**config.mk**
```make
export PLATFORM = sky130hd
export DESIGN_NAME = psw_divider
export DESIGN_NICKNAME = d
export VERILOG_FILES = /design/src/rtl/psw_pkg.sv /design/src/rtl/psw_prescaler.sv /design/src/rtl/psw_swallow.sv /design/src/rtl/psw_cfg_stage.sv /design/src/rtl/psw_divider.sv
export SDC_FILE = /design/constraint.sdc
export NUM_CORES = 1
export LEC_CHECK = 0
export BUFFER_PORTS_ARGS = -buffer_cell sky130_fd_sc_hd__clkbuf_2
export CORE_UTILIZATION = 55
export DETAILED_ROUTE_END_ITERATION = 10
export PLACE_DENSITY = 0.78
export SETUP_SLACK_MARGIN = 0.1
export SYNTH_ARGS = -nofsm -noshare
export SYNTH_HDL_FRONTEND = slang
export SYNTH_SLANG_ARGS = --single-unit
```
**constraint.sdc**
```tcl
create_clock -name clk -period 2.9 [get_ports clk]
set_input_delay 0 -clock clk [delete_from_list [all_inputs] [get_ports clk]]
set_output_delay 0 -clock clk [all_outputs]
set_load 0.01 [all_outputs]
```
**src/rtl/psw_pkg.sv**
```systemverilog
package psw_pkg;
  localparam int A_W   = 6;
  localparam int B_W   = 13;
  localparam int SEL_W = 2;
  localparam int P_LOG2_MIN = 3;
  localparam int PC_W  = P_LOG2_MIN + (1 << SEL_W);
  localparam int B_MIN = 3;

  typedef struct packed {
    logic [A_W-1:0]   a;
    logic [B_W-1:0]   b;
    logic [SEL_W-1:0] sel;
  } psw_cfg_t;

  // Prescaler base modulus P for a select code.
  function automatic logic [PC_W-1:0] modulus_of(input logic [SEL_W-1:0] sel);
    return PC_W'(1 << P_LOG2_MIN) << sel;
  endfunction

  // A setting is realisable when B covers all swallow cycles and meets the minimum.
  function automatic logic cfg_ok(input logic [A_W-1:0] a, input logic [B_W-1:0] b);
    return (b >= B_W'(a)) && (b >= B_W'(B_MIN));
  endfunction
endpackage

```
**src/rtl/psw_prescaler.sv**
```systemverilog
module psw_prescaler
  import psw_pkg::*;
(
  input  logic            clk,
  input  logic            rst_n,
  input  logic            mod_hi,
  input  logic [PC_W-1:0] p_val,
  output logic            tick
);
  logic [PC_W-1:0] cnt_q;
  logic [PC_W-1:0] last_w;

  // Terminal count is P for the P+1 mode, P-1 otherwise.
  assign last_w = mod_hi ? p_val : (p_val - PC_W'(1));
  assign tick   = (cnt_q == last_w);

  always_ff @(posedge clk) begin
    if (!rst_n)    cnt_q <= '0;
    else if (tick) cnt_q <= '0;
    else           cnt_q <= cnt_q + PC_W'(1);
  end
endmodule

```
**src/rtl/psw_swallow.sv**
```systemverilog
module psw_swallow
  import psw_pkg::*;
#(
  parameter psw_cfg_t RST_CFG = '0
) (
  input  logic     clk,
  input  logic     rst_n,
  input  logic     tick,
  input  psw_cfg_t reload_cfg,
  output logic     mod_hi,
  output logic     period_end
);
  logic [A_W-1:0] a_cnt_q;
  logic [B_W-1:0] b_cnt_q;

  assign mod_hi     = (a_cnt_q != '0);
  assign period_end = tick && (b_cnt_q == B_W'(1));

  always_ff @(posedge clk) begin
    if (!rst_n) begin
      a_cnt_q <= RST_CFG.a;
      b_cnt_q <= RST_CFG.b;
    end else if (period_end) begin
      a_cnt_q <= reload_cfg.a;
      b_cnt_q <= reload_cfg.b;
    end else if (tick) begin
      b_cnt_q <= b_cnt_q - B_W'(1);
      if (mod_hi) a_cnt_q <= a_cnt_q - A_W'(1);
    end
  end
endmodule

```
**src/rtl/psw_cfg_stage.sv**
```systemverilog
module psw_cfg_stage
  import psw_pkg::*;
#(
  parameter psw_cfg_t RST_CFG = '0
) (
  input  logic     clk,
  input  logic     rst_n,
  input  logic     ld_stb,
  input  psw_cfg_t ld_cfg,
  input  logic     period_end,
  output psw_cfg_t act_cfg,
  output psw_cfg_t next_cfg,
  output logic     cfg_bad
);
  psw_cfg_t pend_q;
  logic     pend_v_q;
  logic     ld_ok_w;

  assign ld_ok_w  = cfg_ok(ld_cfg.a, ld_cfg.b);
  assign next_cfg = pend_v_q ? pend_q : act_cfg;

  always_ff @(posedge clk) begin
    if (!rst_n) begin
      act_cfg  <= RST_CFG;
      pend_q   <= RST_CFG;
      pend_v_q <= 1'b0;
      cfg_bad  <= 1'b0;
    end else begin
      if (period_end) begin
        if (pend_v_q) act_cfg <= pend_q;
        pend_v_q <= 1'b0;
      end
      if (ld_stb) begin
        cfg_bad <= !ld_ok_w;
        if (ld_ok_w) begin
          pend_q   <= ld_cfg;
          pend_v_q <= 1'b1;
        end
      end
    end
  end
endmodule

```
**src/rtl/psw_divider.sv**
```systemverilog
module psw_divider
  import psw_pkg::*;
#(
  parameter int RST_A   = 2,
  parameter int RST_B   = 5,
  parameter int RST_SEL = 0
) (
  input  logic             clk,
  input  logic             rst_n,
  input  logic             ld_stb,
  input  logic [A_W-1:0]   ld_a,
  input  logic [B_W-1:0]   ld_b,
  input  logic [SEL_W-1:0] ld_psel,
  output logic             mod_ctl,
  output logic             pre_tick,
  output logic             div_pulse,
  output logic             cfg_bad
);
  localparam psw_cfg_t RST_CFG = '{a: A_W'(RST_A), b: B_W'(RST_B), sel: SEL_W'(RST_SEL)};

  psw_cfg_t        ld_cfg;
  psw_cfg_t        act_cfg;
  psw_cfg_t        next_cfg;
  logic            period_end;
  logic            mod_hi;
  logic [PC_W-1:0] p_val;

  assign ld_cfg = '{a: ld_a, b: ld_b, sel: ld_psel};
  assign p_val  = modulus_of(act_cfg.sel);

  psw_cfg_stage #(.RST_CFG(RST_CFG)) u_cfg (
    .clk(clk), .rst_n(rst_n), .ld_stb(ld_stb), .ld_cfg(ld_cfg),
    .period_end(period_end), .act_cfg(act_cfg), .next_cfg(next_cfg),
    .cfg_bad(cfg_bad)
  );

  psw_prescaler u_pre (
    .clk(clk), .rst_n(rst_n), .mod_hi(mod_hi), .p_val(p_val), .tick(pre_tick)
  );

  psw_swallow #(.RST_CFG(RST_CFG)) u_cnt (
    .clk(clk), .rst_n(rst_n), .tick(pre_tick), .reload_cfg(next_cfg),
    .mod_hi(mod_hi), .period_end(period_end)
  );

  assign mod_ctl = mod_hi;

  always_ff @(posedge clk) begin
    if (!rst_n) div_pulse <= 1'b0;
    else        div_pulse <= period_end;
  end
endmodule

```
After elaboration in Yosys (flattened, before gate mapping)
Index checks and enable logic that the tools add are counted.

storage, ports and cells
  logic and storage cells = 42
  output and inout bits = 4
  bits of input ports = 24
  bits in registers = 71

cells by class
  bitwise gates (word level) = 1
  reduce and logical (&&, ||, !) cells = 10
  $add $sub $neg = 4
  eq/ne operators = 2
  $lt $le $gt $ge = 2
  shift-type cells = 1
  multiplexer cells = 10

operator list
  kind                                                                count
  2-to-1 mux 13 bit                                                   2
  2-to-1 mux 21 bit                                                   1
  2-to-1 mux 6 bit                                                    3
  equality test 13 x 1 -> 1 bit, second input constant                1
  greater-or-equal comparator 13 x 2 -> 1 bit, second input constant  1
  greater-or-equal comparator 13 x 6 -> 1 bit                         1
  subtractor 13 x 1 -> 13 bit, second input constant                  1
  adder 7 x 1 -> 7 bit, second input constant                         1
  equality test 7 bit                                                 1
  2-to-1 mux 7 bit                                                    1
  << shifter 4 x 2 -> 7 bit, first input constant                     1
  subtractor 7 x 1 -> 7 bit, second input constant                    1
  AND reduction 2 bit                                                 3
  nonzero test 6 bit                                                  1
  subtractor 6 x 1 -> 6 bit, second input constant                    1
  nonzero test 2 bit                                                  2
  2-to-1 mux 1 bit                                                    3
  logical AND 1 bit                                                   2
  OR reduction 2 bit                                                  1
  logical NOT 1 bit                                                   1
  inverter 1 bit                                                      1

Logic depth before layout (Yosys ltp)
Gate-level depths: netlist of the first run.

  word-level depth = 8
  depth in mapped cells = 10
  gate-level depth less buffers = 9

Cells and area by module
From an unflattened synthesis of the first run, not the netlist that was laid out.

unflattened totals
  cells, all modules = 430
  area total of the unflattened synthesis = 4000.1 um^2

by module, submodules not included
  module         instances  sequential area each (um^2)  cells an instance  area an instance (um^2)
  psw_cfg_stage  1          880.8                        217                2170.8
  psw_swallow    1          380.4                        141                1213.7
  psw_prescaler  1          140.1                        65                 559.3
  psw_divider    1          20.0                         7                  56.3

Worst setup path before layout of the first run
OpenSTA, ideal clock, no wires.

  path type = reg2reg
  start point = register u_cnt.a_cnt_q[0]
  end point = register u_cnt.b_cnt_q[5]
  library setup time = 0.131 ns
  cell stages (with the launch flop) = 11
  data required time = 2.769 ns
  data arrival time = 2.192 ns
  buffers on the path = 2
  period minus slack after synthesis = 2.322 ns
  setup slack = 0.578 ns
  path through = dfxtp_1 > inv_1 > ha_1 > or3b_2 > a2111oi_0 > o21bai_1 > o21ai_1 > buf_2 > buf_2 > o211ai_1 > o31ai_2

between the ends
  cells in the longest elaborated chain, start to end = 5
  elaborated cells between the ends (all ways) = 6
  those cells by class = 1 x eq/ne; 2 x mux; 3 x reduce/logical

ends and longest elaborated chain
  item                                                            line                 source
  start: declaration                                              psw_swallow.sv:13    logic [A_W-1:0] a_cnt_q;
  start signal: assignment                                        psw_swallow.sv:21    a_cnt_q <= RST_CFG.a;
  start signal: assignment                                        psw_swallow.sv:24    a_cnt_q <= reload_cfg.a;
  start signal: assignment                                        psw_swallow.sv:28    if (mod_hi) a_cnt_q <= a_cnt_q - A_W'(1);
  nonzero test 6 bit *                                            psw_swallow.sv:16    assign mod_hi = (a_cnt_q != '0);
  2-to-1 mux 7 bit *                                              psw_prescaler.sv:14  assign last_w = mod_hi ? p_val : (p_val - PC_W'(1));
  equality test 7 bit *                                           psw_prescaler.sv:15  assign tick = (cnt_q == last_w);
  logical AND 1 bit                                               psw_swallow.sv:17    assign period_end = tick && (b_cnt_q == B_W'(1));
  2-to-1 mux 13 bit / nonzero test 2 bit (equally long branches)  -
  end signal: assignment                                          psw_swallow.sv:22    b_cnt_q <= RST_CFG.b;
  end signal: assignment                                          psw_swallow.sv:25    b_cnt_q <= reload_cfg.b;
  end signal: assignment                                          psw_swallow.sv:27    b_cnt_q <= b_cnt_q - B_W'(1);
  end: declaration                                                psw_swallow.sv:14    logic [B_W-1:0] b_cnt_q;

Mark *: on every way between the ends. The rest lies on a longest branch, timed or not.
A chain may end at the register's enable or synchronous reset.

Worst setup path after layout of the first run
  start point = register u_cnt.a_cnt_q[0]
  end point = output pre_tick

between the ends
  cells in the longest elaborated chain, start to end = 3

ends and longest elaborated chain
  item                 line                 source
  nonzero test 6 bit   psw_swallow.sv:16
  2-to-1 mux 7 bit     psw_prescaler.sv:14
  equality test 7 bit  psw_prescaler.sv:15
  end: declaration     psw_divider.sv:15    output logic pre_tick,

Every way passes these cells.

==> flow_summary.yaml, run 1 <==
logic_synthesis:
  yosysWarnings: 0
  netlist_area_sq_mm: 0.00367
  synth_nets: 463
  synth_top_family_by_area: "simple AND/OR/NAND/NOR gates"
  ys_seq_area_frac: 0.387
  yosysTopAreaCell: "dfxtp_1"
  synth_compound_area_frac: 0.159
  synthXorXnorAreaFrac: 0.0143
  synth-main-ff-cell: "dfxtp_1"
  ys_types: 57
  syn_inst: 429
  synthTopCellsByArea: "dfxtp_1 (39%), mux2i_1 (13%), nand2_1 (5.5%), a21oi_1 (3.9%), nor2_1 (3.9%)"
  synthArstFlopShare: 0
  synth_edf_count: 0
  yosysTopAreaCellShare: 0.387
  synthMuxAreaShare: 0.149
  synthSimpleGateAreaFrac: 0.197
  syn_area_per_cell_sq_um: 8.57
  synth-adder-area-share: 0.0340
  synth_seq_cells: 71
pwr:
  cellPowerDensity_mw_per_mm2: 488
  irDropWorstVdd_v: 0.000425
  leakage_uw: 0.00183
finish:
  area_growth_pct: 16.6
  final_cell_mix: "dfxtp_1 (71), nand2_1 (54), mux2i_1 (48), nor2_1 (38), a21oi_1 (29)"
  antennaDiodeCount: 0
  layout_commonest_cell: "dfxtp_1"
  final_cells: 548
  nets: 501
  fillers: 482
  layout-drive-gt1-share: 0.153
cts:
  clkSinkCount: 71
  htreeDepth: 3
  cts_tree: "built"
  cts_buffers: 9
  clock_path_buffers: 2
  clk_pin_slew_worst_paths_ns: 0.07
  ctsRootBufferMaster: "clkbuf_8"
  clkLatencyLatePin_ns: 0.34
floorplanning:
  rows: 29
  die_h_um: 83.7
  top_level_ports: 28
  die_w_um: 83.7
  start_util: 0.575
  die-area_sq_mm: 0.00701
  coreArea_sq_mm: 0.00639
critical_path:
  worstPathMaxFanout: 22
  crit_arrival_ns: 2.54
  startpoint_type: "register"
  required_ns: 2.90
  worstSetupPathType: "register to primary output"
  reg2reg_slack_ns: 0.36
  crit_path_end_kind: "primary output"
timing:
  slew_violations: 0
  fmax_mhz: 393
  rsz0062_at_grt: "false"
  min_period_ns: 2.54
  relSlewSlack: 0.209
  setup_ws_ns: 0.357
  fin_skew_ns: 0.00925
  tightestPinTransition_ns: 1.19
  fin_crit_sh: 0.877
  tns_ns: 0
  setup_viol: 0
  hold_viol_final: 0
placed_design:
  place_congestion: 0.792
  dp_cells: 511
  io_buffers: 27
  dp_hpwl_mm: 5.45
  dp_slack_ns: 0.348
route:
  wl_per_cell_um: 15.2
  ant_nets: 0
  drc_errors: 0
  vias: 3210
  drt_iter0_markers: 304
  first_pass_iters: 5
  vias_per_cell: 5.86
  wirelength_mm: 8.34
run:
  drv_cap: 0
global_route:
  grt_pass1_vias: 3169
  grt.overflow.total: 0
  antenna_found_initial: 0
  grt_usage: 0.249
  grt_first_pass_wirelength_mm: 14.2
  grt_max_degree: 59
run_status:
  status: "completed"
hold_path:
  holdCritPathClass: "input port to register"
-- final cells by class --
| cell class | count | area (sq um) | area share |
|---|---|---|---|
| multi-input cells | 310 | 2050 | 0.478 |
| inverters | 17 | 63.8 | 0.0149 |
| clock inverters | 5 | 81.3 | 0.0190 |
| flip-flops and latches | 71 | 1420 | 0.332 |
| repair buffers | 58 | 435 | 0.102 |
| clock buffers | 10 | 138 | 0.0321 |
| well taps | 77 | 96.3 | 0.0225 |
-- metrics by stage --
step	hold WS, ns	total power, uW	utilization	instance area, sq um
after floorplan	0.128	1160	-	3670
after global placement	0.246	1200	0.601	3830
after detailed placement	0.257	1210	0.601	3830
after CTS	0.00783	2090	0.669	4270
after global routing	0.0113	2170	0.671	4280
final	0.00896	2090	0.671	4280
-- worst paths after layout --
kind / from / endpoint / cells past startpoint
max reg2reg: u_cnt.a_cnt_q[0]$_SDFFE_PN0P_ / u_cnt.b_cnt_q[8]$_SDFFE_PN0P_ / 9
min: ld_b[4] / u_cfg.pend_q[6]$_SDFFE_PN0P_ / 3
min reg2reg: u_cfg.act_cfg[12]$_SDFFE_PN0P_ / u_cfg.act_cfg[12]$_SDFFE_PN0P_ / 2
max: u_cnt.a_cnt_q[0]$_SDFFE_PN0P_ / pre_tick / 9
-- cell families (layout without fill, tap and decap cells) --
family	count (synthesis)	count (layout)
AOI/OAI and AO/OA	90	90
buffers and inverters	48	90
adders and majority gates	10	10
xor gates and xnor gates	6	6
DFF	71	71
muxes	54	54
and+or+nand+nor	150	150
-- state kept, by name (all words and copies together) (netlist names) --
register	count
u_pre.cnt_q	7
u_cfg.act_cfg	21
div_pulse	1
u_cfg.cfg_bad	1
u_cfg.pend_q	21
u_cfg.pend_v_q	1
u_cnt.b_cnt_q	13
u_cnt.a_cnt_q	6
-- critical path: stages (launching register included) --
cell      delay, ns
dfxtp_1        0.37
inv_1          0.06
ha_1           0.22
nor3b_2        0.19
a21boi_0       0.19
mux2_2         0.39
o21ai_2        0.22
clkinv_1       0.22
buf_12         0.21
clkbuf_2       0.13
-- metal layers --
metal	vias to the layer above	GRT usage	share of wire
met1	1517	0.319	0.46
li1	1599	-	-
met3	7	0.0425	0.048
met4	0	0.0940	0.0072
met5	-	0	0
met2	87	0.418	0.49
-- report_power, final --
part | switching, uW | leakage, uW | internal, uW
registers | 25.4 | 0.000578 | 1000
logic | 96.7 | 0.00115 | 92.2
clock network | 370 | 0.000109 | 505
total | 492 | 0.00183 | 1600
-- synthesized netlist by cell type (all sizes together), types with 2 or more instances --
cell / count
or3b: 3
o31ai: 4
nor2: 39
dfxtp: 71
nand2: 54
a21o: 2
o2111ai: 2
nand3: 10
a21boi: 3
a311oi: 2
nor3b: 3
or3: 3
nand2b: 2
o21ai: 19
o32ai: 3
inv: 16
o22ai: 3
mux2: 6
o211ai: 11
buf: 15
o21a: 2
nor4: 4
clkbuf: 16
mux2i: 48
or4: 3
a31oi: 2
and3: 5
xnor2: 5
a21oi: 29
nand4b: 2
nand4: 3
nor3: 15
ha: 10
-- repair_timing --
action,in CTS,in global routing
setup buffers,0,0
resized for setup,0,3
hold buffers,22,0
setup endpoints to repair,0,4
hold endpoints to repair,21,0
Power figures use the tool's default switching activity.
==> inputs of run 2 (changes only) <==
--- a/config.mk
+++ b/config.mk
@@ -12,4 +12,5 @@
 export SETUP_SLACK_MARGIN = 0.1
 export SYNTH_ARGS = -nofsm -noshare
 export SYNTH_HDL_FRONTEND = slang
+export SYNTH_HIERARCHICAL = 1
 export SYNTH_SLANG_ARGS = --single-unit
==> run 2 against run 1 <==
The flow now finishes with violations (negative setup slack). Sequential power is essentially flat. Hold slack better by 0.43 ns. Clock power fell by 4.8%. Register-to-register slack worse by 0.77 ns. Cell area rose by 23%. Cell count is 14% higher. Area after synthesis increased by 8.9%. Power shrank 2.1%. First-iteration DRC count decreased by 10%. Fmax shrank 23%. Combinational power rose by 4%. Critical path type is now register to register. Largest cell class unchanged. Largest power group unchanged.
==> flow_summary.yaml, run 2 <==
route:
  drc_errors: 0
  vias: 3608
  drt_iter0_markers: 273
  ant_nets: 0
  vias_per_cell: 5.80
  wl_per_cell_um: 17.4
  first_pass_iters: 5
  wirelength_mm: 10.8
logic_synthesis:
  synth.most_common_cell: "dfxtp_1"
  synth_edf_count: 0
  yosysWarnings: 6
  syn_area_per_cell_sq_um: 9.30
  netlist_area_sq_mm: 0.00400
  ys_types: 68
  yosysTopAreaCell: "dfxtp_1"
  synthTopCellsByArea: "dfxtp_1 (36%), mux2i_1 (11%), mux2_2 (6.8%), nand2_1 (5.5%), nor2b_1 (4.2%)"
  yosysTopAreaCellShare: 0.355
  syn_inst: 430
  synth-main-ff-cell: "dfxtp_1"
  synthArstFlopShare: 0
  synth_seq_cells: 71
  synthTopCellsByCount: "dfxtp_1 (71), nand2_1 (59), mux2i_1 (45)"
  ys_seq_area_frac: 0.355
finish:
  layout-drive-gt1-share: 0.306
  fin_util: 0.763
  nets: 557
  layout_commonest_cell: "dfxtp_1"
  area_growth_pct: 31.7
  antennaDiodeCount: 0
  top_regs: "u_cfg/act_cfg (21), u_cfg/pend_q (21), u_cnt/b_cnt_q (13)"
  final_cell_mix: "dfxtp_1 (67), nand2_1 (56), mux2i_1 (41), clkbuf_2 (26), buf_4 (26)"
hold_path:
  holdCritPathClass: "input port to register"
  holdPathStages: 4
  hold_end: "u_cfg/pend_q[0]$_SDFFE_PN0P_"
  min-delay-start: "ld_psel[0]"
run_status:
  violations: "negative setup slack"
  status: "finished, violations left"
critical_path:
  r2r.worst_path.cells: 12
  worstSetupPathType: "register to register"
  r2r_end: "u_cnt/b_cnt_q[12]$_SDFFE_PN0P_"
  reg2reg_slack_ns: -0.42
  required_ns: 3.14
  crit_path_end_kind: "register"
  timing.rr.start: "u_cnt/a_cnt_q[0]$_SDFFE_PN0P_"
  startpoint_type: "register"
  crit_arrival_ns: 3.56
  worstPathMaxFanout: 3
run:
  drv_cap: 0
floorplanning:
  rows: 30
  coreArea_sq_mm: 0.00691
  die_h_um: 87.3
  start_util: 0.579
  die-area_sq_mm: 0.00762
  top_level_ports: 28
  die_w_um: 87.3
global_route:
  grt_pass1_vias: 3584
  antenna_found_initial: 0
  grt.overflow.total: 0
  grt_usage: 0.280
  grt_max_degree: 63
  grt_first_pass_wirelength_mm: 16.5
pwr:
  intPower_uw: 1500
  pwr-share-seq: 0.498
  combPwrFrac: 0.096
  swShare: 0.267
  leakage_uw: 0.00212
  irDropWorstVdd_v: 0.000307
  p_total_uw: 2050
  cellPowerDensity_mw_per_mm2: 389
  power.share.clock: 0.406
  power_switching_uw: 546
cts:
  cts_buffers: 9
  clkSinkCount: 71
  clock_path_buffers: 2
  htreeDepth: 3
  clkLatencyLatePin_ns: 0.36
  clk_pin_slew_worst_paths_ns: 0.09
  cts_tree: "built"
  ctsRootBufferMaster: "clkbuf_8"
timing:
  fin_skew_ns: 0.0163
  rsz0062_at_grt: "true"
  relSlewSlack: 0.221
  fin_crit_sh: 1.14
  hold_viol_final: 0
  setup_viol: 42
  min_period_ns: 3.32
  setup_ws_ns: -0.417
  fmax_mhz: 301
  tns_ns: -13.80
  slew_violations: 0
  tightestPinTransition_ns: 1.17
placed_design:
  io_buffers: 27
  dp_slack_ns: -0.490
  dp_hpwl_mm: 6.09
  place_congestion: 0.796
[run 2: cell types whose count changed after synthesis, sizes merged, moves of 4 or more]
| cell | before | now |
|---|---|---|
| a21oi | 29 | 10 |
| o21ai | 19 | 10 |
| nand2 | 54 | 59 |
| xor2 | 1 | 5 |
| nor2 | 39 | 16 |
| o211ai | 11 | 6 |
| nor2b | 1 | 27 |
| nor3 | 15 | 9 |
| mux2 | 6 | 24 |
[run 2: power groups by stage]
stage / clock [uW] / sequential, uW / combinational, uW
after detailed placement: 0 / 1040 / 160
after CTS: 828 / 1020 / 185
after global routing: 887 / 1020 / 213
after global placement: 0 / 1040 / 153
after floorplan: 0 / 1030 / 122
final: 832 / 1020 / 197
[run 2: cells by family (layout without fill, tap and decap cells)]
kind of cell | after synthesis | after routing | share of synthesized area
buffers and inverters | 41 | 122 | 0.0522
AND/OR/NAND/NOR | 167 | 167 | 0.245
flip-flops | 71 | 71 | 0.355
other | 1 | 16 | 0.000937
multiplexers | 69 | 69 | 0.180
adder cells (fa/ha/maj) | 12 | 12 | 0.0375
AO/OA/AOI/OAI | 56 | 56 | 0.100
XOR/XNOR | 13 | 13 | 0.0285
[run 2: cell type report]
class	instances	area [sq um]
multi-input combinational	333	2670
fill	441	1640
sequential	71	1430
timing repair buffer	90	782
clock buffer	9	124
tap	96	120
clock inverter	7	78.8
inverter	16	66.3
[run 2: what timing repair did]
item / 4_1_cts / 5_1_grt
gates resized for setup: 21 / 30
hold endpoints to repair: 22 / 0
setup buffers: 7 / 5
pin swaps: 11 / 11
hold buffers: 23 / 0
cloned: 0 / 2
setup endpoints to repair: 43 / 43
[run 2: per-stage QoR]
step | cells | instance area, sq um | hold WS (ns)
2_1_floorplan | 445 | 4180 | 0.114
3_3_place_gp | 570 | 4490 | 0.234
3_5_place_dp | 570 | 4490 | 0.253
4_1_cts | 616 | 5060 | 0.430
5_1_grt | 622 | 5270 | 0.445
6_report | 622 | 5270 | 0.443
[run 2: critical path: stages (launching register included)]
cell and delay [ns]:
dfxtp_2 0.33, inv_2 0.08, ha_4 0.14, nor2b_4 0.16
nand2_4 0.06, or4_4 0.53, or4_4 0.43, a21oi_2 0.14
o311a_1 0.24, and4bb_2 0.33, mux2_4 0.32, nor4b_4 0.14
o221a_2 0.30
[run 2: worst max-delay path by stage]
stage	startpoint	to	cells after the start
after CTS	u_cnt/a_cnt_q[0]$_SDFFE_PN0P_	u_cnt/b_cnt_q[12]$_SDFFE_PN0P_	12
after floorplan	u_cnt/a_cnt_q[0]$_SDFFE_PN0P_	u_cfg/act_cfg[2]$_SDFFE_PN1P_	17
after global placement	u_cnt/a_cnt_q[1]$_SDFFE_PN1P_	u_cnt/b_cnt_q[9]$_SDFFE_PN0P_	13
after detailed placement	u_cnt/a_cnt_q[1]$_SDFFE_PN1P_	u_cnt/b_cnt_q[9]$_SDFFE_PN0P_	13
after global routing	u_cnt/a_cnt_q[1]$_SDFFE_PN1P_	u_cfg/act_cfg[9]$_SDFFE_PN0P_	14
final	u_cnt/a_cnt_q[0]$_SDFFE_PN0P_	u_cnt/b_cnt_q[12]$_SDFFE_PN0P_	12
[run 2: metal layers]
metal | track usage | part of all wire | vias to the layer above | wire length [um]
li1 | - | - | 1705 | -
met1 | 0.324 | 0.41 | 1744 | 4430
met2 | 0.491 | 0.52 | 120 | 5590
met3 | 0.0578 | 0.040 | 39 | 433
met4 | 0.133 | 0.032 | 0 | 346
met5 | 0 | 0 | - | 0
